`src/rtl/irq_cond_pkg.sv`:
```
package irq_cond_pkg;

  typedef enum logic [2:0] {
    REG_POL   = 3'd0,
    REG_SENSE = 3'd1,
    REG_MASK  = 3'd2,
    REG_CTRL  = 3'd3,
    REG_MSG   = 3'd4,
    REG_EOI   = 3'd5
  } cfg_reg_e;

  localparam int CTRL_PT_BIT  = 0;
  localparam int CTRL_MCE_BIT = 1;

  function automatic logic reg_hit(input logic we, input logic [2:0] addr, input cfg_reg_e which);
    return we && (addr == which);
  endfunction

endpackage

```
`src/rtl/irq_sync2.sv`:
```
module irq_sync2 #(
  parameter int W = 1
) (
  input  logic         clk,
  input  logic         rst_n,
  input  logic [W-1:0] d_i,
  output logic [W-1:0] q_o
);

  logic [W-1:0] meta_q;
  logic [W-1:0] sync_q;

  always_ff @(posedge clk or negedge rst_n) begin
    if (!rst_n) begin
      meta_q <= '0;
      sync_q <= '0;
    end else begin
      meta_q <= d_i;
      sync_q <= meta_q;
    end
  end

  assign q_o = sync_q;

endmodule

```
`src/rtl/irq_line_cond.sv`:
```
module irq_line_cond (
  input  logic clk,
  input  logic rst_n,
  input  logic sync_i,
  input  logic pol_i,
  input  logic edge_i,
  input  logic eoi_i,
  output logic act_q_o,
  output logic pend_o
);

  logic act;
  logic act_q;
  logic hit;
  logic pend_q;

  assign act = sync_i ^ pol_i;
  assign hit = act & ~act_q;

  always_ff @(posedge clk or negedge rst_n) begin
    if (!rst_n) begin
      act_q  <= 1'b0;
      pend_q <= 1'b0;
    end else begin
      act_q <= act;
      if (edge_i) pend_q <= (pend_q & ~eoi_i) | hit;
      else        pend_q <= act;
    end
  end

  assign act_q_o = act_q;
  assign pend_o  = pend_q;

  // in level sense the pending state tracks the sampled active level
  a_r3_level_no_latch: assert property (@(posedge clk) disable iff (!rst_n)
    (!edge_i && $past(!edge_i)) |-> (pend_q == act_q));

  // an edge-pending bit survives until an end-of-interrupt
  a_r4_edge_sticky: assert property (@(posedge clk) disable iff (!rst_n)
    (edge_i && pend_q && !eoi_i) |=> pend_q);

  // end-of-interrupt clears when no new edge coincides
  a_r4_eoi_clears: assert property (@(posedge clk) disable iff (!rst_n)
    (edge_i && eoi_i && act_q && sync_i == $past(sync_i)) |=> !pend_q);

endmodule

```
`src/rtl/irq_prio_pick.sv`:
```
module irq_prio_pick #(
  parameter int N = 12,
  localparam int IW = (N > 1) ? $clog2(N) : 1
) (
  input  logic [N-1:0]  req_i,
  output logic          found_o,
  output logic [IW-1:0] idx_o
);

  function automatic logic [IW:0] lowest(input logic [N-1:0] v);
    logic [IW:0] r;
    r = '0;
    for (int i = N - 1; i >= 0; i--) begin
      if (v[i]) r = {1'b1, IW'(i)};
    end
    return r;
  endfunction

  logic [IW:0] pick;

  assign pick    = lowest(req_i);
  assign found_o = pick[IW];
  assign idx_o   = pick[IW-1:0];

endmodule

```
`src/rtl/irq_mchk_edge.sv`:
```
module irq_mchk_edge (
  input  logic clk,
  input  logic rst_n,
  input  logic mchk_s_i,
  input  logic mce_i,
  output logic req_o,
  output logic stop_o
);

  logic prev_q;
  logic rise;
  logic req_q;
  logic stop_q;

  assign rise = mchk_s_i & ~prev_q;

  always_ff @(posedge clk or negedge rst_n) begin
    if (!rst_n) begin
      prev_q <= 1'b0;
      req_q  <= 1'b0;
      stop_q <= 1'b0;
    end else begin
      prev_q <= mchk_s_i;
      req_q  <= rise & mce_i;
      stop_q <= stop_q | (rise & ~mce_i);
    end
  end

  assign req_o  = req_q;
  assign stop_o = stop_q;

  // a request is a single-cycle pulse
  a_r9_one_cycle: assert property (@(posedge clk) disable iff (!rst_n)
    req_q |=> !req_q);

  // checkstop never clears without reset
  a_r10_stop_sticky: assert property (@(posedge clk) disable iff (!rst_n)
    stop_q |=> stop_q);

endmodule

```
`src/rtl/ext_irq_cond.sv`:
```
module ext_irq_cond
  import irq_cond_pkg::*;
#(
  parameter int N_EXT = 12,
  parameter int N_INT = 4,
  parameter int MSG_W = 8,
  localparam int IDX_W = (N_EXT > 1) ? $clog2(N_EXT) : 1
) (
  input  logic             clk,
  input  logic             rst_n,
  input  logic [N_EXT-1:0] ext_req_i,
  input  logic             mchk_i,
  input  logic [N_INT-1:0] int_src_i,
  input  logic             cfg_we_i,
  input  logic [2:0]       cfg_addr_i,
  input  logic [N_EXT-1:0] cfg_wdata_i,
  output logic             core_irq_o,
  output logic [IDX_W-1:0] core_idx_o,
  output logic             irq_out_o,
  output logic             mchk_req_o,
  output logic             checkstop_o
);

  logic [N_EXT-1:0] pol_q, sense_q, mask_q;
  logic             pt_q, mce_q;
  logic [MSG_W-1:0] msg_q;
  logic [N_INT-1:0] int_q;

  logic [N_EXT:0]   sync_all;
  logic [N_EXT-1:0] ext_s;
  logic             mchk_s;
  logic [N_EXT-1:0] eoi_vec;
  logic [N_EXT-1:0] act_q;
  logic [N_EXT-1:0] pend;
  logic [N_EXT-1:0] eligible;
  logic             win_found;
  logic [IDX_W-1:0] win_idx;
  logic             out_src;

  logic             core_irq_q;
  logic [IDX_W-1:0] core_idx_q;
  logic             irq_out_q;

  // register port
  logic wr_pol, wr_sense, wr_mask, wr_ctrl, wr_msg, wr_eoi;
  assign wr_pol   = reg_hit(cfg_we_i, cfg_addr_i, REG_POL);
  assign wr_sense = reg_hit(cfg_we_i, cfg_addr_i, REG_SENSE);
  assign wr_mask  = reg_hit(cfg_we_i, cfg_addr_i, REG_MASK);
  assign wr_ctrl  = reg_hit(cfg_we_i, cfg_addr_i, REG_CTRL);
  assign wr_msg   = reg_hit(cfg_we_i, cfg_addr_i, REG_MSG);
  assign wr_eoi   = reg_hit(cfg_we_i, cfg_addr_i, REG_EOI);

  always_ff @(posedge clk or negedge rst_n) begin
    if (!rst_n) begin
      pol_q   <= '0;
      sense_q <= '0;
      mask_q  <= '1;
      pt_q    <= 1'b0;
      mce_q   <= 1'b0;
      msg_q   <= '0;
    end else begin
      if (wr_pol)   pol_q   <= cfg_wdata_i;
      if (wr_sense) sense_q <= cfg_wdata_i;
      if (wr_mask)  mask_q  <= cfg_wdata_i;
      if (wr_ctrl) begin
        pt_q  <= cfg_wdata_i[CTRL_PT_BIT];
        mce_q <= cfg_wdata_i[CTRL_MCE_BIT];
      end
      if (wr_msg)   msg_q   <= cfg_wdata_i[MSG_W-1:0];
    end
  end

  always_comb begin
    eoi_vec = '0;
    for (int i = 0; i < N_EXT; i++) begin
      if (wr_eoi && cfg_wdata_i[IDX_W-1:0] == IDX_W'(i)) eoi_vec[i] = 1'b1;
    end
  end

  // synchronizers for all asynchronous inputs
  irq_sync2 #(.W(N_EXT + 1)) u_sync (
    .clk   (clk),
    .rst_n (rst_n),
    .d_i   ({mchk_i, ext_req_i}),
    .q_o   (sync_all)
  );
  assign ext_s  = sync_all[N_EXT-1:0];
  assign mchk_s = sync_all[N_EXT];

  // per-line conditioning
  for (genvar g = 0; g < N_EXT; g++) begin : g_line
    irq_line_cond u_line (
      .clk     (clk),
      .rst_n   (rst_n),
      .sync_i  (ext_s[g]),
      .pol_i   (pol_q[g]),
      .edge_i  (sense_q[g]),
      .eoi_i   (eoi_vec[g]),
      .act_q_o (act_q[g]),
      .pend_o  (pend[g])
    );
  end

  assign eligible = pend & ~mask_q;

  irq_prio_pick #(.N(N_EXT)) u_pick (
    .req_i   (eligible),
    .found_o (win_found),
    .idx_o   (win_idx)
  );

  // interrupt-out source: internal stage 1 + out stage, external via act_q
  assign out_src = (|int_q) | (|msg_q) | (|act_q);

  always_ff @(posedge clk or negedge rst_n) begin
    if (!rst_n) begin
      int_q      <= '0;
      core_irq_q <= 1'b0;
      core_idx_q <= '0;
      irq_out_q  <= 1'b0;
    end else begin
      int_q     <= int_src_i;
      irq_out_q <= pt_q & out_src;
      if (pt_q) begin
        core_irq_q <= act_q[0];
        core_idx_q <= '0;
      end else begin
        core_irq_q <= win_found;
        core_idx_q <= win_idx;
      end
    end
  end

  assign core_irq_o = core_irq_q;
  assign core_idx_o = core_idx_q;
  assign irq_out_o  = irq_out_q;

  irq_mchk_edge u_mchk (
    .clk      (clk),
    .rst_n    (rst_n),
    .mchk_s_i (mchk_s),
    .mce_i    (mce_q),
    .req_o    (mchk_req_o),
    .stop_o   (checkstop_o)
  );

  // with every line masked in normal mode no request reaches the core
  a_r5_all_masked_quiet: assert property (@(posedge clk) disable iff (!rst_n)
    ($past(!pt_q) && (&$past(mask_q))) |-> !core_irq_o);

  // pass-through requests always name line 0
  a_r6_pt_index_zero: assert property (@(posedge clk) disable iff (!rst_n)
    (core_irq_o && $past(pt_q)) |-> (core_idx_o == '0));

  // the interrupt-out pin is silent in normal mode
  a_r7_normal_quiet: assert property (@(posedge clk) disable iff (!rst_n)
    $past(!pt_q) |-> !irq_out_o);

  // a reported index is always in range
  a_r5_index_range: assert property (@(posedge clk) disable iff (!rst_n)
    core_irq_o |-> (int'(core_idx_o) < N_EXT));

endmodule

```
`config.mk`:
```
export PLATFORM = sky130hd
export DESIGN_NAME = ext_irq_cond
export DESIGN_NICKNAME = d
export VERILOG_FILES = /design/src/rtl/irq_cond_pkg.sv /design/src/rtl/irq_sync2.sv /design/src/rtl/irq_line_cond.sv /design/src/rtl/irq_prio_pick.sv /design/src/rtl/irq_mchk_edge.sv /design/src/rtl/ext_irq_cond.sv
export SDC_FILE = /design/constraint.sdc
export NUM_CORES = 1
export LEC_CHECK = 0
export BUFFER_PORTS_ARGS = -buffer_cell sky130_fd_sc_hd__buf_2
export CAP_MARGIN = 20
export CORE_MARGIN = 2
export CORE_UTILIZATION = 60
export DETAILED_ROUTE_END_ITERATION = 8
export PLACE_DENSITY = 0.81
export SLEW_MARGIN = 40
export SYNTH_ARGS = -nofsm -noshare
export SYNTH_HDL_FRONTEND = slang
export SYNTH_SLANG_ARGS = --single-unit
```
`constraint.sdc`:
```
create_clock -name clk -period 2.2 [get_ports clk]
set_clock_uncertainty 0.15 [all_clocks]
set_input_delay 0 -clock clk [delete_from_list [all_inputs] [get_ports clk]]
set_output_delay 0 -clock clk [all_outputs]
set_load 0.02 [all_outputs]
```
==> results of run 1 <==
==> kinds of logic (layout without fill, tap and decap cells) <==
| family | count (synthesis) | count (layout) |
|---|---|---|
| and+or+nand+nor | 83 | 83 |
| xor gates and xnor gates | 12 | 12 |
| DFF | 109 | 109 |
| muxes | 43 | 43 |
| buffers and inverters | 9 | 100 |
| AOI/OAI and AO/OA | 25 | 25 |
==> how the worst max path moves through the flow <==
stage	startpoint	endpoint	slack, ns	cells past startpoint
6_report	g_line[7].u_line.pend_o	core_idx_o[0]	0.52	4
5_1_grt	g_line[7].u_line.pend_o	core_idx_o[0]	0.38	4
4_1_cts	rst_n	core_idx_o[1]	0.30	3
3_5_place_dp	mask_q[10]	core_idx_o[0]	0.61	4
3_3_place_gp	mask_q[10]	core_idx_o[0]	0.70	4
2_1_floorplan	mask_q[10]	core_idx_o[0]	0.76	4
==> metrics by stage <==
stage | hold WS (ns) | area (um2)
after floorplan | -0.446 | 4030
after global placement | -0.196 | 4360
after detailed placement | -0.188 | 4360
after CTS | 0.0588 | 4930
after global routing | 0.0740 | 4930
final | 0.0594 | 4930
==> critical path: cells and delay by family (launching register included) <==
family | cells | cell delay, ns
AND/OR/NAND/NOR | 1 | 0.35
flip-flops | 1 | 0.36
AO/OA/AOI/OAI | 3 | 0.69
==> area by class of cell <==
| class | count | area (um2) |
|---|---|---|
| flip-flops and latches | 109 | 2740 |
| fillers | 373 | 1500 |
| multi-input cells | 163 | 1260 |
| repair buffers | 81 | 601 |
| clock buffers | 12 | 165 |
| well taps | 77 | 96.3 |
| clock inverters | 4 | 53.8 |
| inverters | 3 | 11.3 |
==> metal layers <==
layer  GRT usage [%]  part of all wire (%)
met5               0                     0
met4            10.5                   2.5
met3            3.95                   3.6
met1            32.5                    45
met2            38.4                    49
==> repair_timing <==
| item | in CTS | in global routing |
|---|---|---|
| setup endpoints to repair | 0 | 0 |
| hold endpoints to repair | 170 | 0 |
| hold buffers | 35 | 0 |
==> state kept, by name, summed over array words and instances, names as in the netlist <==
name	count
core_irq_o	1
mce_q	1
u_mchk.prev_q	1
u_mchk.req_o	1
u_sync.meta_q	13
sense_q	12
mask_q	12
pt_q	1
pol_q	12
g_line.u_line.pend_o	12
g_line.u_line.act_q_o	12
msg_q	8
irq_out_o	1
core_idx_o	4
u_mchk.stop_o	1
int_q	4
u_sync.q_o	13
==> power by group through the flow <==
stage	combinational, W	clock [W]	sequential (W)
CTS	0.000879	0.00128	0.00269
floorplan	0.000533	0	0.00269
global route	0.000968	0.00137	0.00275
detailed placement	0.000818	0	0.00273
global placement	0.000776	0	0.00270
finish	0.000876	0.00127	0.00270
==> layout by cell type (no fill, tap or decap), drive strengths merged, types with 2 or more instances in the layout <==
cell,n
nor3,2
dfrtp,97
dfstp,12
nor4,7
nor3b,4
o211ai,6
nand2b,8
mux2,43
clkbuf,12
nand4b,2
nand2,38
o311ai,2
dlygate4sd3,34
xor2,12
inv,4
nor2,3
clkinvlp,2
nor2b,9
buf,47
o21ai,3
a32o,4
==> results.py, run 1 <==
metrics = {
    "global_route": {
        "grt.overflow.total": 0,
        "antenna_found_initial": 0,
        "track_usage_pct": 23.9,
        "grt_pass1_wl_mm": 13.3,
        "grt_max_degree": 52,
        "grt_pass1_vias": 2750,
    },
    "critical_path": {
        "reg2reg_from": "g_line[7].u_line.pend_o",
        "crit_path_max_incr_delay_ns": 0.37,
        "required_ns": 2.28,
        "crit_slowest_cell": "a2111oi_0",
        "r2r_setup_slack_ns": 0.52,
        "rr_endpoint": "core_idx_o[0]",
        "cp_max_fo": 4,
        "worstRegToRegCells": 4,
        "cp-start-kind": "flip-flop",
        "cp-end-kind": "flip-flop",
        "cp.arrival_ns": 1.76,
        "critPathKind": "flip-flop to flip-flop",
        "path_cells": "nor2b_1 -> a221o_1 -> o2111ai_1 -> a2111oi_0",
    },
    "clock_tree": {
        "cts.sinks": 109,
        "cts_inserted_buffers": 9,
        "clkLatencyLatePin_ns": 0.36,
        "cts_max_path_buffers": 2,
        "post_cts_resized": 0,
        "path_clk_slew_ns": 0.10,
        "cts_tree": "done",
        "cts_setup_buffers": 0,
        "htreeDepth": 3,
        "cts_root_buffer": "clkbuf_8",
    },
    "synth": {
        "synthesis.area_um2": 4030,
        "synth_xor_area_share_pct": 2.61,
        "synthFlopType": "dfrtp_1",
        "synth_adder_area_share_pct": 0,
        "synthCells": 281,
        "syn-num-nets": 316,
        "yosysMostFrequentCell": "dfrtp_1",
        "yosysWarnings": 0,
        "synth_top_area_share_pct": 60.2,
        "synth_seq_cells": 109,
        "ys_types": 41,
        "synth_edf_count": 0,
        "synth_top_family_by_area": "multiplexers",
        "synth_compound_gate_area_share_pct": 4.93,
        "syn_avg_cell_area_um2": 14.3,
        "ys_seq_area_share_pct": 68.0,
        "synthArstFlopShare_pct": 100,
        "synth_mux_area_share_pct": 12.0,
        "synth_area_leaders": "dfrtp_1, mux2_2, dfstp_2, nand2_1, xor2_1",
        "synth_top_cell_by_area": "dfrtp_1",
        "yosys.area_share.simple_pct": 11.5,
        "synth_commonest_cells": "dfrtp_1, mux2_2, nand2_1",
    },
    "place": {
        "post-place-ws_ns": 0.614,
        "hpwl_mm": 5.31,
        "gp_congestion": 0.795,
        "port_buffers": 42,
        "placedCellCount": 398,
    },
    "layout": {
        "finalNonFillerCells": 449,
        "final_util_pct": 76.7,
        "finish.net_count": 402,
        "drive_above_1_share_pct": 33.6,
        "diodes": 0,
        "area.growth.synth_to_final_pct": 22.2,
    },
    "sta": {
        "fin_ws_ns": 0.522,
        "setup_tns_ns": 0,
        "finalSetupViolCount": 0,
        "rsz0062_at_grt": "false",
        "drv_slew": 0,
        "relSlewSlack_pct": 55.2,
        "worstMarginPinSlew_ns": 0.669,
        "hold_viol_final": 0,
        "fmax_mhz": 596,
        "timing.final.crit_period_ns": 1.68,
        "finalCritPeriodShare_pct": 76.3,
    },
    "floorplan": {
        "die_area_um2": 7390,
        "die-height_um": 86.0,
        "die_w_um": 86.0,
        "coreArea_um2": 6420,
        "initial_core_util_pct": 62.8,
        "ioPinCount": 43,
        "num_rows": 29,
    },
    "drt": {
        "finalWirelength_mm": 8.02,
        "vias": 2574,
        "wl_per_cell_um": 17.9,
        "route.detailed.drc": 0,
        "vias_per_cell": 5.73,
        "first_pass_iters": 5,
        "drtIter0Drc": 195,
        "ant_nets": 0,
    },
    "power_and_ir_drop": {
        "p_sw_share_pct": 27.8,
        "power.internal_w": 0.00350,
        "finalPower_w": 0.00485,
        "pwr-share-comb_pct": 18.1,
        "power.density_nw_per_um2": 984,
        "p_seq_share_pct": 55.7,
        "p_leak_nw": 2.16,
        "irDropWorstVdd_uv": 547,
        "switchingPower_w": 0.00135,
        "pwr-share-clk_pct": 26.2,
    },
    "status": {
        "outcome": "finished clean",
    },
    "hold_path": {
        "worstHoldPathType": "primary input to async pin",
    },
    "run": {
        "drv_cap": 0,
    },
}
Note: power is estimated with default switching activity, not from simulation.
==> run 2, diff against run 1 <==
CORE_UTILIZATION = 57   (was 60)
PLACE_DENSITY = 0.78   (was 0.81)
clock period = 1.58 ns   (was 2.2 ns; I/O delays follow)
==> results.py, run 2 (same netlist as run 1, synthesis figures left out) <==
metrics = {
    "clock_tree": {
        "cts_inserted_buffers": 9,
        "cts.sinks": 109,
        "cts_max_path_buffers": 2,
        "path_clk_slew_ns": 0.10,
        "cts_tree": "done",
        "htreeDepth": 3,
        "clkLatencyLatePin_ns": 0.36,
        "cts_root_buffer": "clkbuf_8",
    },
    "sta": {
        "timing.final.crit_period_ns": 1.56,
        "whs_ns": 0.0274,
        "finalSetupViolCount": 0,
        "drv_slew": 0,
        "hold_viol_final": 0,
        "rsz0062_at_grt": "true",
        "fin_ws_ns": 0.0186,
        "relSlewSlack_pct": 70.2,
        "finalCritPeriodShare_pct": 98.8,
        "fmax_mhz": 640,
        "worstMarginPinSlew_ns": 0.442,
    },
    "global_route": {
        "antenna_found_initial": 0,
        "grt.overflow.total": 0,
        "grt_pass1_vias": 2663,
        "track_usage_pct": 22.3,
        "grt_pass1_wl_mm": 12.8,
        "grt_max_degree": 59,
    },
    "power_and_ir_drop": {
        "finalPower_w": 0.00648,
        "power.density_nw_per_um2": 1300,
        "p_leak_nw": 2.17,
        "irDropWorstVdd_uv": 905,
    },
    "critical_path": {
        "cp-end-kind": "flip-flop",
        "path_cells": "dlygate4sd3_1 -> buf_6 -> buf_4 -> nor4bb_2 -> buf_4 -> mux2_2",
        "critPathKind": "primary input to flip-flop",
        "cp_max_fo": 15,
        "path_common_cell": "buf_4",
        "crit_slowest_cell": "dlygate4sd3_1",
        "crit_path_max_incr_delay_ns": 0.55,
        "required_ns": 1.72,
        "cp.arrival_ns": 1.70,
        "critical_path_buf_inv_count": 4,
        "cp_top_family": "buffers and inverters",
        "cp-start-kind": "primary input",
    },
    "place": {
        "post-place-ws_ns": 0.0521,
        "hpwl_mm": 5.16,
        "placed_area_um2": 4410,
        "port_buffers": 42,
        "gp_congestion": 0.833,
    },
    "floorplan": {
        "initial_core_util_pct": 59.0,
        "die-height_um": 88.1,
        "die_w_um": 88.1,
        "coreArea_um2": 6830,
        "num_rows": 30,
        "die_area_um2": 7760,
        "ioPinCount": 43,
    },
    "layout": {
        "drive_above_1_share_pct": 34.8,
        "mostFrequentLayoutCell": "dfrtp_1",
        "fin_area_um2": 4980,
        "final_cell_mix": "dfrtp_1, mux2_2, buf_2, nand2_1, dlygate4sd3_1",
        "n_fill_cell": 460,
        "diodes": 0,
        "area.growth.synth_to_final_pct": 23.5,
        "finish.net_count": 404,
    },
    "drt": {
        "route.detailed.drc": 0,
        "first_pass_iters": 4,
        "vias": 2520,
        "ant_nets": 0,
        "finalWirelength_mm": 7.81,
        "wl_per_cell_um": 16.6,
        "vias_per_cell": 5.36,
        "drtIter0Drc": 146,
    },
    "hold_path": {
        "worstHoldPathType": "primary input to flip-flop",
    },
    "run": {
        "drv_cap": 0,
    },
    "status": {
        "outcome": "finished clean",
    },
}
run 2: per-stage QoR:
step / instances / TNS (ns) / utilization (%)
CTS: 468 / 0 / 71.9
floorplan: 281 / 0 / -
finish: 470 / 0 / 72.9
global route: 470 / -0.197 / 72.9
global placement: 418 / 0 / 64.5
detailed placement: 418 / 0 / 64.5
run 2: final cells by class:
type                    count  area [um2]  share of cell area [%]
well taps                  96         120                    2.41
clock inverters             5        37.5                   0.754
flip-flops and latches    109        2740                    55.1
repair buffers             83         637                    12.8
multi-input cells         163        1300                    26.1
clock buffers              11         131                    2.64
inverters                   3        11.3                   0.226
run 2: power by group:
| part | switching (W) | total (W) | internal, W | leakage [nW] |
|---|---|---|---|---|
| registers | 0.000357 | 0.00375 | 0.00339 | 1.27 |
| logic | 0.000606 | 0.00125 | 0.000645 | 0.817 |
| clock network | 0.000899 | 0.00148 | 0.000578 | 0.0795 |
| total | 0.00186 | 0.00648 | 0.00461 | 2.17 |
run 2: path summary, 6_finish.rpt:
kind	from	to	slack (ns)	cells past startpoint
max	cfg_addr_i[0]	mask_q[0]	0.02	6
min	cfg_addr_i[2]	mce_q	0.03	3
max reg2reg	mask_q[10]	core_idx_o[0]	0.06	4
min reg2reg	u_sync.meta_q[1]	u_sync.q_o[1]	0.21	0
max in group asynchronous	rst_n	u_sync.meta_q[7]	0.41	3
min in group asynchronous	rst_n	mask_q[7]	0.05	2
run 2: worst min-delay path, stage by stage:
cell      delay [ns]
buf_2           0.15
nand4b_1        0.19
mux2_2          0.17
run 2: per-layer routing:
layer	GRT usage, %	part of all wire, %	wire, um	vias up
met4	9.09	1.7	133	0
met5	0	0	0	-
li1	-	-	-	1164
met2	36.0	50	3870	67
met3	3.77	3.9	301	10
met1	30.5	45	3500	1279
run 2: timing repair:
item,4_1_cts,5_1_grt
hold endpoints to repair,176,0
hold buffers,34,0
setup endpoints to repair,0,16
resized for setup,0,11
setup buffers,0,2
